`src/rtl/irq_prio_pkg.sv`:
```
package irq_prio_pkg;
    localparam int PRIO_W = 4;
    localparam int GRP_W  = 3;

    typedef logic [PRIO_W-1:0] prio_t;
    typedef logic [GRP_W-1:0]  grp_t;

    localparam grp_t GRP_MAX = grp_t'(PRIO_W);

    typedef enum logic [2:0] {
        OP_ENABLE   = 3'd0,
        OP_PEND_SET = 3'd1,
        OP_PEND_CLR = 3'd2,
        OP_PRIO     = 3'd3,
        OP_GROUP    = 3'd4
    } cfg_op_e;

    // Bits of the field that form the pre-emption part for grouping g.
    function automatic prio_t pre_mask(grp_t g);
        return ~(prio_t'('1) >> g);
    endfunction

    // Pack a pre-emption value and a tie-break value into one field.
    function automatic prio_t encode_prio(grp_t g, prio_t pre, prio_t sub);
        prio_t sub_m;
        prio_t pre_s;
        sub_m = prio_t'('1) >> g;
        pre_s = prio_t'(pre << (PRIO_W - int'(g)));
        return pre_s | (sub & sub_m);
    endfunction
endpackage

```
`src/rtl/irq_prio_regs.sv`:
```
module irq_prio_regs
    import irq_prio_pkg::*;
#(
    parameter int NUM_LINES = 16,
    localparam int IDX_W = (NUM_LINES > 1) ? $clog2(NUM_LINES) : 1
) (
    input  logic                         clk,
    input  logic                         rst,
    input  logic [NUM_LINES-1:0]         irq_i,
    input  logic                         cfg_we,
    input  logic [2:0]                   cfg_op,
    input  logic [IDX_W-1:0]             cfg_line,
    input  logic [7:0]                   cfg_data,
    input  logic                         ack_take,
    input  logic [IDX_W-1:0]             ack_line,
    input  logic                         done_i,
    input  logic [IDX_W-1:0]             done_line,
    output logic [NUM_LINES-1:0]         en_q,
    output logic [NUM_LINES-1:0]         pend_q,
    output logic [NUM_LINES-1:0]         act_q,
    output logic [NUM_LINES-1:0][PRIO_W-1:0] prio_q,
    output grp_t                         grp_q
);
    always_ff @(posedge clk) begin
        if (rst) begin
            en_q   <= '0;
            pend_q <= '0;
            act_q  <= '0;
            prio_q <= '0;
            grp_q  <= '0;
        end else begin
            if (ack_take) begin
                act_q[ack_line]  <= 1'b1;
                pend_q[ack_line] <= 1'b0;
            end
            if (done_i) begin
                act_q[done_line] <= 1'b0;
            end
            if (cfg_we) begin
                case (cfg_op)
                    OP_ENABLE:   en_q[cfg_line]   <= cfg_data[0];
                    OP_PEND_SET: pend_q[cfg_line] <= 1'b1;
                    OP_PEND_CLR: pend_q[cfg_line] <= 1'b0;
                    OP_PRIO:     prio_q[cfg_line] <= encode_prio(grp_q, cfg_data[7:4], cfg_data[3:0]);
                    OP_GROUP:    if (cfg_data[2:0] <= GRP_MAX) grp_q <= cfg_data[2:0];
                    default: ;
                endcase
            end
            for (int i = 0; i < NUM_LINES; i++) begin
                if (irq_i[i]) pend_q[i] <= 1'b1;
            end
        end
    end

    // a grouping code above the legal range is rejected
    assert_group_reject_R6: assert property (@(posedge clk) disable iff (rst)
        (cfg_we && cfg_op == OP_GROUP && cfg_data[2:0] > GRP_MAX) |=> $stable(grp_q));

    // taking the winner makes it active unless finished in the same cycle
    assert_ack_marks_active_R10: assert property (@(posedge clk) disable iff (rst)
        (ack_take && !(done_i && done_line == ack_line)) |=> act_q[$past(ack_line)]);

    // finishing clears the active bit
    assert_done_clears_R10: assert property (@(posedge clk) disable iff (rst)
        done_i |=> !act_q[$past(done_line)]);

    // a raised request line is pending in the next cycle
    assert_irq_sets_pending_R11: assert property (@(posedge clk) disable iff (rst)
        (irq_i != '0) |=> ((pend_q & $past(irq_i)) == $past(irq_i)));
endmodule

```
`src/rtl/irq_prio_arb.sv`:
```
module irq_prio_arb
    import irq_prio_pkg::*;
#(
    parameter int NUM_LINES = 16,
    localparam int IDX_W = (NUM_LINES > 1) ? $clog2(NUM_LINES) : 1
) (
    input  logic [NUM_LINES-1:0]             cand,
    input  logic [NUM_LINES-1:0][PRIO_W-1:0] prio,
    output logic                             any,
    output logic [IDX_W-1:0]                 idx,
    output prio_t                            best
);
    // Upper bits are pre-emption, lower bits tie-break, so comparing the
    // whole field orders both at once; strict compare keeps the lower line.
    always_comb begin
        any  = 1'b0;
        idx  = '0;
        best = '1;
        for (int i = 0; i < NUM_LINES; i++) begin
            if (cand[i] && (!any || prio[i] < best)) begin
                any  = 1'b1;
                idx  = IDX_W'(i);
                best = prio[i];
            end
        end
    end
endmodule

```
`src/rtl/irq_prio_level.sv`:
```
module irq_prio_level
    import irq_prio_pkg::*;
#(
    parameter int NUM_LINES = 16
) (
    input  logic [NUM_LINES-1:0]             act,
    input  logic [NUM_LINES-1:0][PRIO_W-1:0] prio,
    input  grp_t                             grp,
    output logic                             act_any,
    output prio_t                            act_lvl
);
    prio_t mask;

    always_comb begin
        mask    = pre_mask(grp);
        act_any = 1'b0;
        act_lvl = '1;
        for (int i = 0; i < NUM_LINES; i++) begin
            if (act[i] && (!act_any || (prio[i] & mask) < act_lvl)) begin
                act_any = 1'b1;
                act_lvl = prio[i] & mask;
            end
        end
    end
endmodule

```
`src/rtl/irq_prio_resolver.sv`:
```
module irq_prio_resolver
    import irq_prio_pkg::*;
#(
    parameter int NUM_LINES = 16,
    localparam int IDX_W = (NUM_LINES > 1) ? $clog2(NUM_LINES) : 1
) (
    input  logic                 clk,
    input  logic                 rst,
    input  logic [NUM_LINES-1:0] irq_i,
    input  logic                 cfg_we,
    input  logic [2:0]           cfg_op,
    input  logic [IDX_W-1:0]     cfg_line,
    input  logic [7:0]           cfg_data,
    input  logic [IDX_W-1:0]     rd_line,
    output logic                 rd_enable,
    output logic                 rd_pending,
    output logic                 rd_active,
    output logic [PRIO_W-1:0]    rd_prio,
    output logic [GRP_W-1:0]     rd_group,
    input  logic                 ack_i,
    input  logic                 done_i,
    input  logic [IDX_W-1:0]     done_line,
    output logic                 win_valid,
    output logic [IDX_W-1:0]     win_idx,
    output logic                 preempt
);
    logic [NUM_LINES-1:0]             en_q, pend_q, act_q, cand;
    logic [NUM_LINES-1:0][PRIO_W-1:0] prio_q;
    grp_t                             grp_q;
    logic                             arb_any, act_any, ack_take, preempt_n;
    logic [IDX_W-1:0]                 arb_idx;
    prio_t                            arb_best, act_lvl, win_pre;

    assign ack_take = ack_i && win_valid;

    irq_prio_regs #(.NUM_LINES(NUM_LINES)) u_regs (
        .clk, .rst, .irq_i, .cfg_we, .cfg_op, .cfg_line, .cfg_data,
        .ack_take, .ack_line(win_idx), .done_i, .done_line,
        .en_q, .pend_q, .act_q, .prio_q, .grp_q
    );

    assign cand = en_q & pend_q;

    irq_prio_arb #(.NUM_LINES(NUM_LINES)) u_arb (
        .cand, .prio(prio_q), .any(arb_any), .idx(arb_idx), .best(arb_best)
    );

    irq_prio_level #(.NUM_LINES(NUM_LINES)) u_level (
        .act(act_q), .prio(prio_q), .grp(grp_q), .act_any, .act_lvl
    );

    assign win_pre   = arb_best & pre_mask(grp_q);
    assign preempt_n = arb_any && (!act_any || (grp_q != '0 && win_pre < act_lvl));

    always_ff @(posedge clk) begin
        if (rst) begin
            win_valid <= 1'b0;
            win_idx   <= '0;
            preempt   <= 1'b0;
        end else begin
            win_valid <= arb_any;
            win_idx   <= arb_idx;
            preempt   <= preempt_n;
        end
    end

    assign rd_enable  = en_q[rd_line];
    assign rd_pending = pend_q[rd_line];
    assign rd_active  = act_q[rd_line];
    assign rd_prio    = prio_q[rd_line];
    assign rd_group   = grp_q;

    // a qualifying line yields a valid winner one cycle later
    assert_valid_follows_R2: assert property (@(posedge clk) disable iff (rst)
        (cand != '0) |=> win_valid);

    // with nothing pending and enabled there is no winner
    assert_no_winner_R3: assert property (@(posedge clk) disable iff (rst)
        (cand == '0) |=> !win_valid);

    // idle handler side means any winner pre-empts
    assert_idle_preempt_R7: assert property (@(posedge clk) disable iff (rst)
        (cand != '0 && act_q == '0) |=> preempt);

    // pre-empt is never raised without a winner
    assert_preempt_needs_win_R8: assert property (@(posedge clk) disable iff (rst)
        preempt |-> win_valid);

    // zero pre-emption bits block pre-emption of an active handler
    assert_group0_blocks_R9: assert property (@(posedge clk) disable iff (rst)
        (grp_q == '0 && act_q != '0) |=> !preempt);
endmodule

```
`config.mk`:
```
export PLATFORM = sky130hd
export DESIGN_NAME = irq_prio_resolver
export DESIGN_NICKNAME = d
export VERILOG_FILES = /design/src/rtl/irq_prio_pkg.sv /design/src/rtl/irq_prio_regs.sv /design/src/rtl/irq_prio_arb.sv /design/src/rtl/irq_prio_level.sv /design/src/rtl/irq_prio_resolver.sv
export SDC_FILE = /design/constraint.sdc
export NUM_CORES = 1
export LEC_CHECK = 0
export CAP_MARGIN = 20
export CORE_ASPECT_RATIO = 0.8
export CORE_MARGIN = 2
export CORE_UTILIZATION = 50
export DETAILED_ROUTE_END_ITERATION = 7
export DONT_BUFFER_PORTS = 1
export PLACE_DENSITY_LB_ADDON = 0.15
export SLEW_MARGIN = 20
export SYNTH_ARGS = -nofsm -noshare
export SYNTH_HDL_FRONTEND = slang
export SYNTH_SLANG_ARGS = --single-unit
```
`constraint.sdc`:
```
create_clock -name clk -period 35.3 [get_ports clk]
set_clock_uncertainty 0.15 [all_clocks]
set_input_delay 1.765 -clock clk [delete_from_list [all_inputs] [get_ports clk]]
set_output_delay 1.765 -clock clk [all_outputs]
set_load 0.02 [all_outputs]
```
Word level (Yosys, flattened, before mapping)
Cells that the tools add are included.
{ "totals": {"regBits": 121, "out_inout_bits": 16, "elab_cells": 321, "in_bits": 44} }
{ "op_classes": {"n_addsub": 1, "n_eq_ne": 4, "bitwise_logic": 29, "n_reduce_logical": 103, "shift": 2, "n_lt_le_gt_ge": 39, "n_mux": 120} }
{ "op_table": {"columns": ["operator", "n"], "rows": [
  ["4-bit two-way mux", 42],
  ["4-bit less-than comparator", 31],
  ["16-bit two-way mux", 6],
  ["4-bit AND", 18],
  ["16-bit AND", 4],
  ["64-bit bitwise mux", 1],
  ["1-bit two-way mux", 55],
  ["16-bit NOT", 3],
  ["1-bit logical AND", 36],
  ["16-bit OR", 2],
  ["16-bit case mux with 2 select lines", 1],
  ["4-bit by 32-bit << shifter with 4-bit output", 1],
  ["1-bit zero test", 31],
  ["1-bit logical OR", 31],
  ["4-bit by 5-bit less-than comparator with 1-bit output, second input constant", 4],
  ["4-bit binary-select mux with 4-bit select", 1],
  ["16-bit bitwise mux", 1],
  ["4-bit demux with 4-bit select", 1],
  ["1-bit binary-select mux with 4-bit select", 3],
  ["1-bit demux with 4-bit select", 3],
  ["4-bit by 1-bit greater-or-equal comparator with 1-bit output, second input constant", 3],
  ["3-bit two-way mux", 4],
  ["3-bit by 2-bit == test with 1-bit output, second input constant", 2],
  ["2-bit two-way mux", 2],
  ["11 further kinds", 12]
]} }

Logic depth before layout (Yosys ltp)
{ "depth": {"depth_word": 68, "ltp_mapped": 129, "ltp_nobuf": 127} }

Modules after synthesis
From an unflattened synthesis, not the netlist that was laid out.
{ "hier_totals": {"hier_cells": 1655, "hier_area_um2": 13191.4} }
{ "by_module_without_submodules": {"columns": ["module", "n_inst", "cells_per_inst", "area_per_inst_um2", "seq_area_each_um2"], "rows": [
  ["irq_prio_regs", 1, 537, 5023.6, 2302.2],
  ["irq_prio_arb", 1, 527, 3713.6, 0.0],
  ["irq_prio_level", 1, 483, 3169.3, 0.0],
  ["irq_prio_resolver", 1, 108, 1285.0, 120.1]
]} }

Worst setup path after synthesis
No wires, ideal clock.
{ "synth_path": {"path_kind": "reg-to-reg", "startpoint": "register u_regs.grp_q[2]", "endpoint": "register preempt", "slack_ns": 12.265, "t_required_ns": 35.076, "period_less_slack_ns": 23.035, "path_buffers": 3, "setup_time_ns": 0.074, "arrival_time_ns": 22.811, "path_stages_with_launch": 119, "cell_sequence": "dfxtp_1 -> buf_6 -> clkbuf_1 -> clkinv_1 -> ha_1 -> inv_1 -> a21boi_0 -> ha_1 -> nand2b_1 -> a311o_1 -> nand2_1 -> nor2_1 -> a21oi_1 -> ha_1 -> a21oi_1 -> o21ai_1 -> or2_2 -> o31a_4 -> [83 not listed] -> nor2_1 -> a21o_1 -> a2111oi_4 -> mux2_4 -> ha_1 -> o21a_1 -> o21ai_0 -> nand3b_1 -> nand2_1 -> a21oi_1 -> mux2_1 -> ha_1 -> nor2_1 -> o311a_1 -> a21boi_0 -> a211oi_1 -> o22ai_1 -> a31oi_1"} }
{ "synth_via": {"elab_chain_len": 68, "word_cells_on_any_way": 115, "classes_between": "16 x order compare; 1 x shift; 31 x mux; 18 x bitwise; 49 x reduce/logical"} }
{ "synth_rtl": {"columns": ["item", "line", "source"], "rows": [
  ["from (decl)", "irq_prio_regs.sv:22", "output grp_t grp_q"],
  ["from (signal assigned)", "irq_prio_regs.sv:45", "OP_GROUP: if (cfg_data[2:0] <= GRP_MAX) grp_q <= cfg_data[2:0];"],
  ["4-bit by 3-bit right shift with 4-bit output", "irq_prio_pkg.sv:20", "return ~(prio_t'('1) >> g);"],
  ["4-bit NOT", "irq_prio_pkg.sv:20", null],
  ["4-bit AND", null, null],
  ["4-bit two-way mux", "irq_prio_level.sv:19", "if (act[i] && (!act_any || (prio[i] & mask) < act_lvl)) begin"],
  ["4-bit less-than comparator", "irq_prio_level.sv:19", null],
  ["1-bit logical OR", "irq_prio_level.sv:19", null],
  ["1-bit logical AND", "irq_prio_level.sv:19", null],
  ["4-bit two-way mux or 1-bit two-way mux (tied branches)", "irq_prio_level.sv:19", null],
  ["[52 not listed]", null, null],
  ["4-bit less-than comparator or 1-bit zero test (tied branches)", "irq_prio_level.sv:19", null],
  ["1-bit logical OR", "irq_prio_level.sv:19", null],
  ["1-bit logical AND", "irq_prio_level.sv:19", null],
  ["4-bit two-way mux", "irq_prio_level.sv:19", null],
  ["4-bit less-than comparator", "irq_prio_resolver.sv:53", "assign preempt_n = arb_any && (!act_any || (grp_q != '0 && win_pre < act_lvl));"],
  ["1-bit logical AND", "irq_prio_resolver.sv:53", null],
  ["1-bit logical OR (*)", "irq_prio_resolver.sv:53", null],
  ["1-bit logical AND (*)", "irq_prio_resolver.sv:53", null],
  ["to (signal assigned)", "irq_prio_resolver.sv:63", "preempt <= preempt_n;"],
  ["to (decl)", "irq_prio_resolver.sv:25", "output logic preempt"]
]} }
Mark *: on every way between the ends. The rest lies on a longest branch, timed or not.
A chain may end at the register's enable or synchronous reset.

Worst setup path in the final report
{ "layout_path": {"startpoint": "register u_regs.grp_q[0]", "endpoint": "register preempt"} }
Same word-level chain as after synthesis.

==> flow_metrics.tcl <==
set metrics [dict create \
    layout-drive-gt1-share_pct 9.54 \
    r2r-end "preempt" \
    ant_nets 0 \
    period_needed_ns 27.07 \
    r2r_cells 114 \
    postCtsSetupRepairBufs 0 \
    drc_errors 0 \
    fill_cells 2171 \
    pre_cts_ws_ns 8.79 \
    grt_start_max_net_pins 121 \
    ys_top_cells_by_count "nor2_1 (223), nand2_1 (175), a21oi_1 (149)" \
    netlist_instances 1522 \
    grt_pass1_wl_um 60600 \
    max_stage_delay_ns 0.70 \
    design.portCount 60 \
    worst-setup-path-type "reg -> reg" \
    r2r_start "u_regs.grp_q[0]" \
    cts_tree "built" \
    tns_ns 0 \
    outcome "complete, no violations" \
    relSlewSlack_pct 27.9 \
    cts_sinks 121 \
    cp_slowest_cell "nor4_1" \
    place_area_um2 11700 \
    diodes 0 \
    hold_viol 0 \
    grt_pass1_vias 10858 \
    min_to "u_regs.en_q[1]" \
    critPathMostFrequentCell "ha_1" \
    ctsResizeCount 0 \
    core_area_um2 22500 \
    dpl.hpwl_um 29600 \
    clk_latency_ns 0.42 \
    hold_buffers 0 \
    hp-start "u_regs.en_q[1]" \
    wire_per_inst_um 21.4 \
    cp_num_buf_inv 4 \
    clk_pin_slew_worst_paths_ns 0.06 \
    vias 11893 \
    p_leak_nw 5.12 \
    port_buffers 0 \
    synthArstFlopShare_pct 0 \
    num_rows 49 \
    grt_overflow 0 \
    syn_avg_cell_area_um2 7.55 \
    timing.final.ws_setup_ns 8.23 \
    synth-edff-count 0 \
    min_path_cells 2 \
    rsz0062_at_grt "false" \
    cp-start-kind "flip-flop" \
    fin_nets 1622 \
    cts_max_level 4 \
    antenna_found_initial 0 \
    critical_path_arrival_ns 27.27 \
    track_usage_pct 31.7 \
    netlist_area_um2 11500 \
    netlist.area_leader.share_pct 21.1 \
    synth.area.top_cells "dfxtp_1 (21%), ha_1 (8.9%), nor2_1 (7.3%)" \
    area_delta_synth_final_pct 7.46 \
    synth_top_area_cell "dfxtp_1" \
    max_slew.worst_pin.slew_ns 1.07 \
    end_kind "flip-flop" \
    finalInstanceArea_um2 12400 \
    synth.distinct_cells 89 \
    vdd_drop_max_uv 34.2 \
    synthFlopType "dfxtp_1" \
    gp_congestion 0.949 \
    pwr_density_cell_nw_per_um2 27.3 \
    start_util_pct 51.1 \
    die_y_um 140 \
    hold_class "reg -> reg" \
    regArea_um2 2420 \
    root_buffer "clkbuf_16" \
    ys_seq_elements 121 \
    vias_per_cell 6.55 \
    worstPathRequired_ns 35.50 \
    whs_ns 0.317 \
    drv_slew 0 \
    routed_wl_um 38800 \
    seq_area_frac_synth_pct 21.1 \
    timing.final.crit_share_pct 76.7 \
    cap_violations 0 \
    max_freq_ghz 0.0369 \
    critPathTopFamily "compound AO/OA/AOI/OAI gates" \
    cp_max_fo 15 \
    drt_iter0_drc 1589 \
    yosys_warnings 0 \
    dr.pass1.iters 5 \
    cts_buffers 17 \
    multi_input_area_um2 8620 \
    clockBufferDepth 2 \
    syn_nets 1648 \
    die_x_um 174 \
    dieArea_um2 24200 \
    r2r_setup_slack_ns 8.23 \
    setup_violations 0 \
    synth.most_common_cell "nor2_1" \
]
-- how the worst max path moves through the flow --
stage                         start       to  slack (ns)  cells after the start
finish              u_regs.grp_q[0]  preempt        8.23                    114
global route        u_regs.grp_q[0]  preempt        6.16                    117
CTS                 u_regs.grp_q[0]  preempt        8.74                    116
detailed placement  u_regs.grp_q[0]  preempt        8.79                    115
global placement    u_regs.grp_q[0]  preempt        9.64                    116
floorplan           u_regs.grp_q[2]  preempt       12.26                    118
-- kinds of logic after synthesis --
group                    synth area share [%]
adder cells (fa/ha/maj)                  8.93
flip-flops                               21.1
buffers and inverters                    4.14
AO/OA/AOI/OAI                            30.2
AND/OR/NAND/NOR                          24.3
multiplexers                             11.3
-- through the flow --
| step | power [mW] | utilization [%] | cells |
|---|---|---|---|
| 2_1_floorplan | 0.160 | - | 1522 |
| 3_3_place_gp | 0.163 | 52.2 | 1783 |
| 3_5_place_dp | 0.163 | 52.2 | 1783 |
| 4_1_cts | 0.338 | 54.8 | 1815 |
| 5_1_grt | 0.346 | 54.9 | 1815 |
| 6_report | 0.338 | 54.9 | 1815 |
-- placed cells by master, fill, tap and decap left out, types with 6 or more instances in the layout --
| master | Yosys | routed |
|---|---|---|
| ha_1 | 82 | 82 |
| o21ai_1 | 7 | 7 |
| nor3_1 | 30 | 27 |
| dfxtp_1 | 121 | 121 |
| o21bai_1 | 8 | 8 |
| o31a_1 | 7 | 7 |
| nand3_1 | 40 | 40 |
| a311oi_1 | 9 | 9 |
| o211ai_1 | 16 | 16 |
| or3_1 | 14 | 14 |
| a31oi_1 | 17 | 17 |
| nor2b_1 | 30 | 30 |
| nand2_1 | 175 | 175 |
| nor2_1 | 223 | 223 |
| a32oi_1 | 8 | 8 |
| o31ai_1 | 17 | 16 |
| mux4_2 | 35 | 35 |
| a221oi_1 | 20 | 20 |
| mux2i_1 | 12 | 12 |
| o21ai_0 | 62 | 62 |
| a211oi_1 | 41 | 41 |
| and3_1 | 9 | 9 |
| and2_1 | 18 | 18 |
| clkbuf_16 | 0 | 17 |
| or2_2 | 6 | 6 |
| a21boi_0 | 8 | 8 |
| buf_4 | 0 | 12 |
| nand2b_1 | 28 | 28 |
| inv_1 | 64 | 64 |
| a22oi_1 | 17 | 17 |
| mux2_2 | 27 | 27 |
| o21a_1 | 35 | 35 |
| o22ai_1 | 7 | 7 |
| a21o_1 | 14 | 14 |
| a21oi_1 | 149 | 149 |
-- tightest hold or removal path, stage by stage, from the launching register on --
cell     delay [ns]
dfxtp_1        0.32
nand2_1        0.06
a21oi_1        0.05
-- flip-flops by register name, indices dropped and copies added, names as in the netlist --
register       cells
win_valid          1
u_regs.grp_q       3
preempt            1
u_regs.prio_q     64
win_idx            4
u_regs.en_q       16
u_regs.pend_q     16
u_regs.act_q      16
-- cell type report --
type	count	share of cell area, %
multi-input cells	1279	69.8
flip-flops and latches	121	19.6
clock buffers	17	3.44
well taps	306	3.10
inverters	65	1.98
clock inverters	15	1.34
repair buffers	12	0.729
-- power by group --
| part | internal, mW | switching, mW | leakage (nW) |
|---|---|---|---|
| registers | 0.138 | 0.00288 | 0.980 |
| logic | 0.00773 | 0.0118 | 3.86 |
| clock network | 0.105 | 0.0718 | 0.283 |
-- per-layer routing --
metal	part of all wire, %	GRT usage, %	wire [um]	up-vias
li1	-	-	-	5644
met1	47	48.4	18400	5589
met2	40	45.1	15300	614
met3	11	6.45	4340	46
met4	2.0	8.12	765	0
met5	0	0	0	-
No activity file was read; power rests on OpenSTA's default activity.
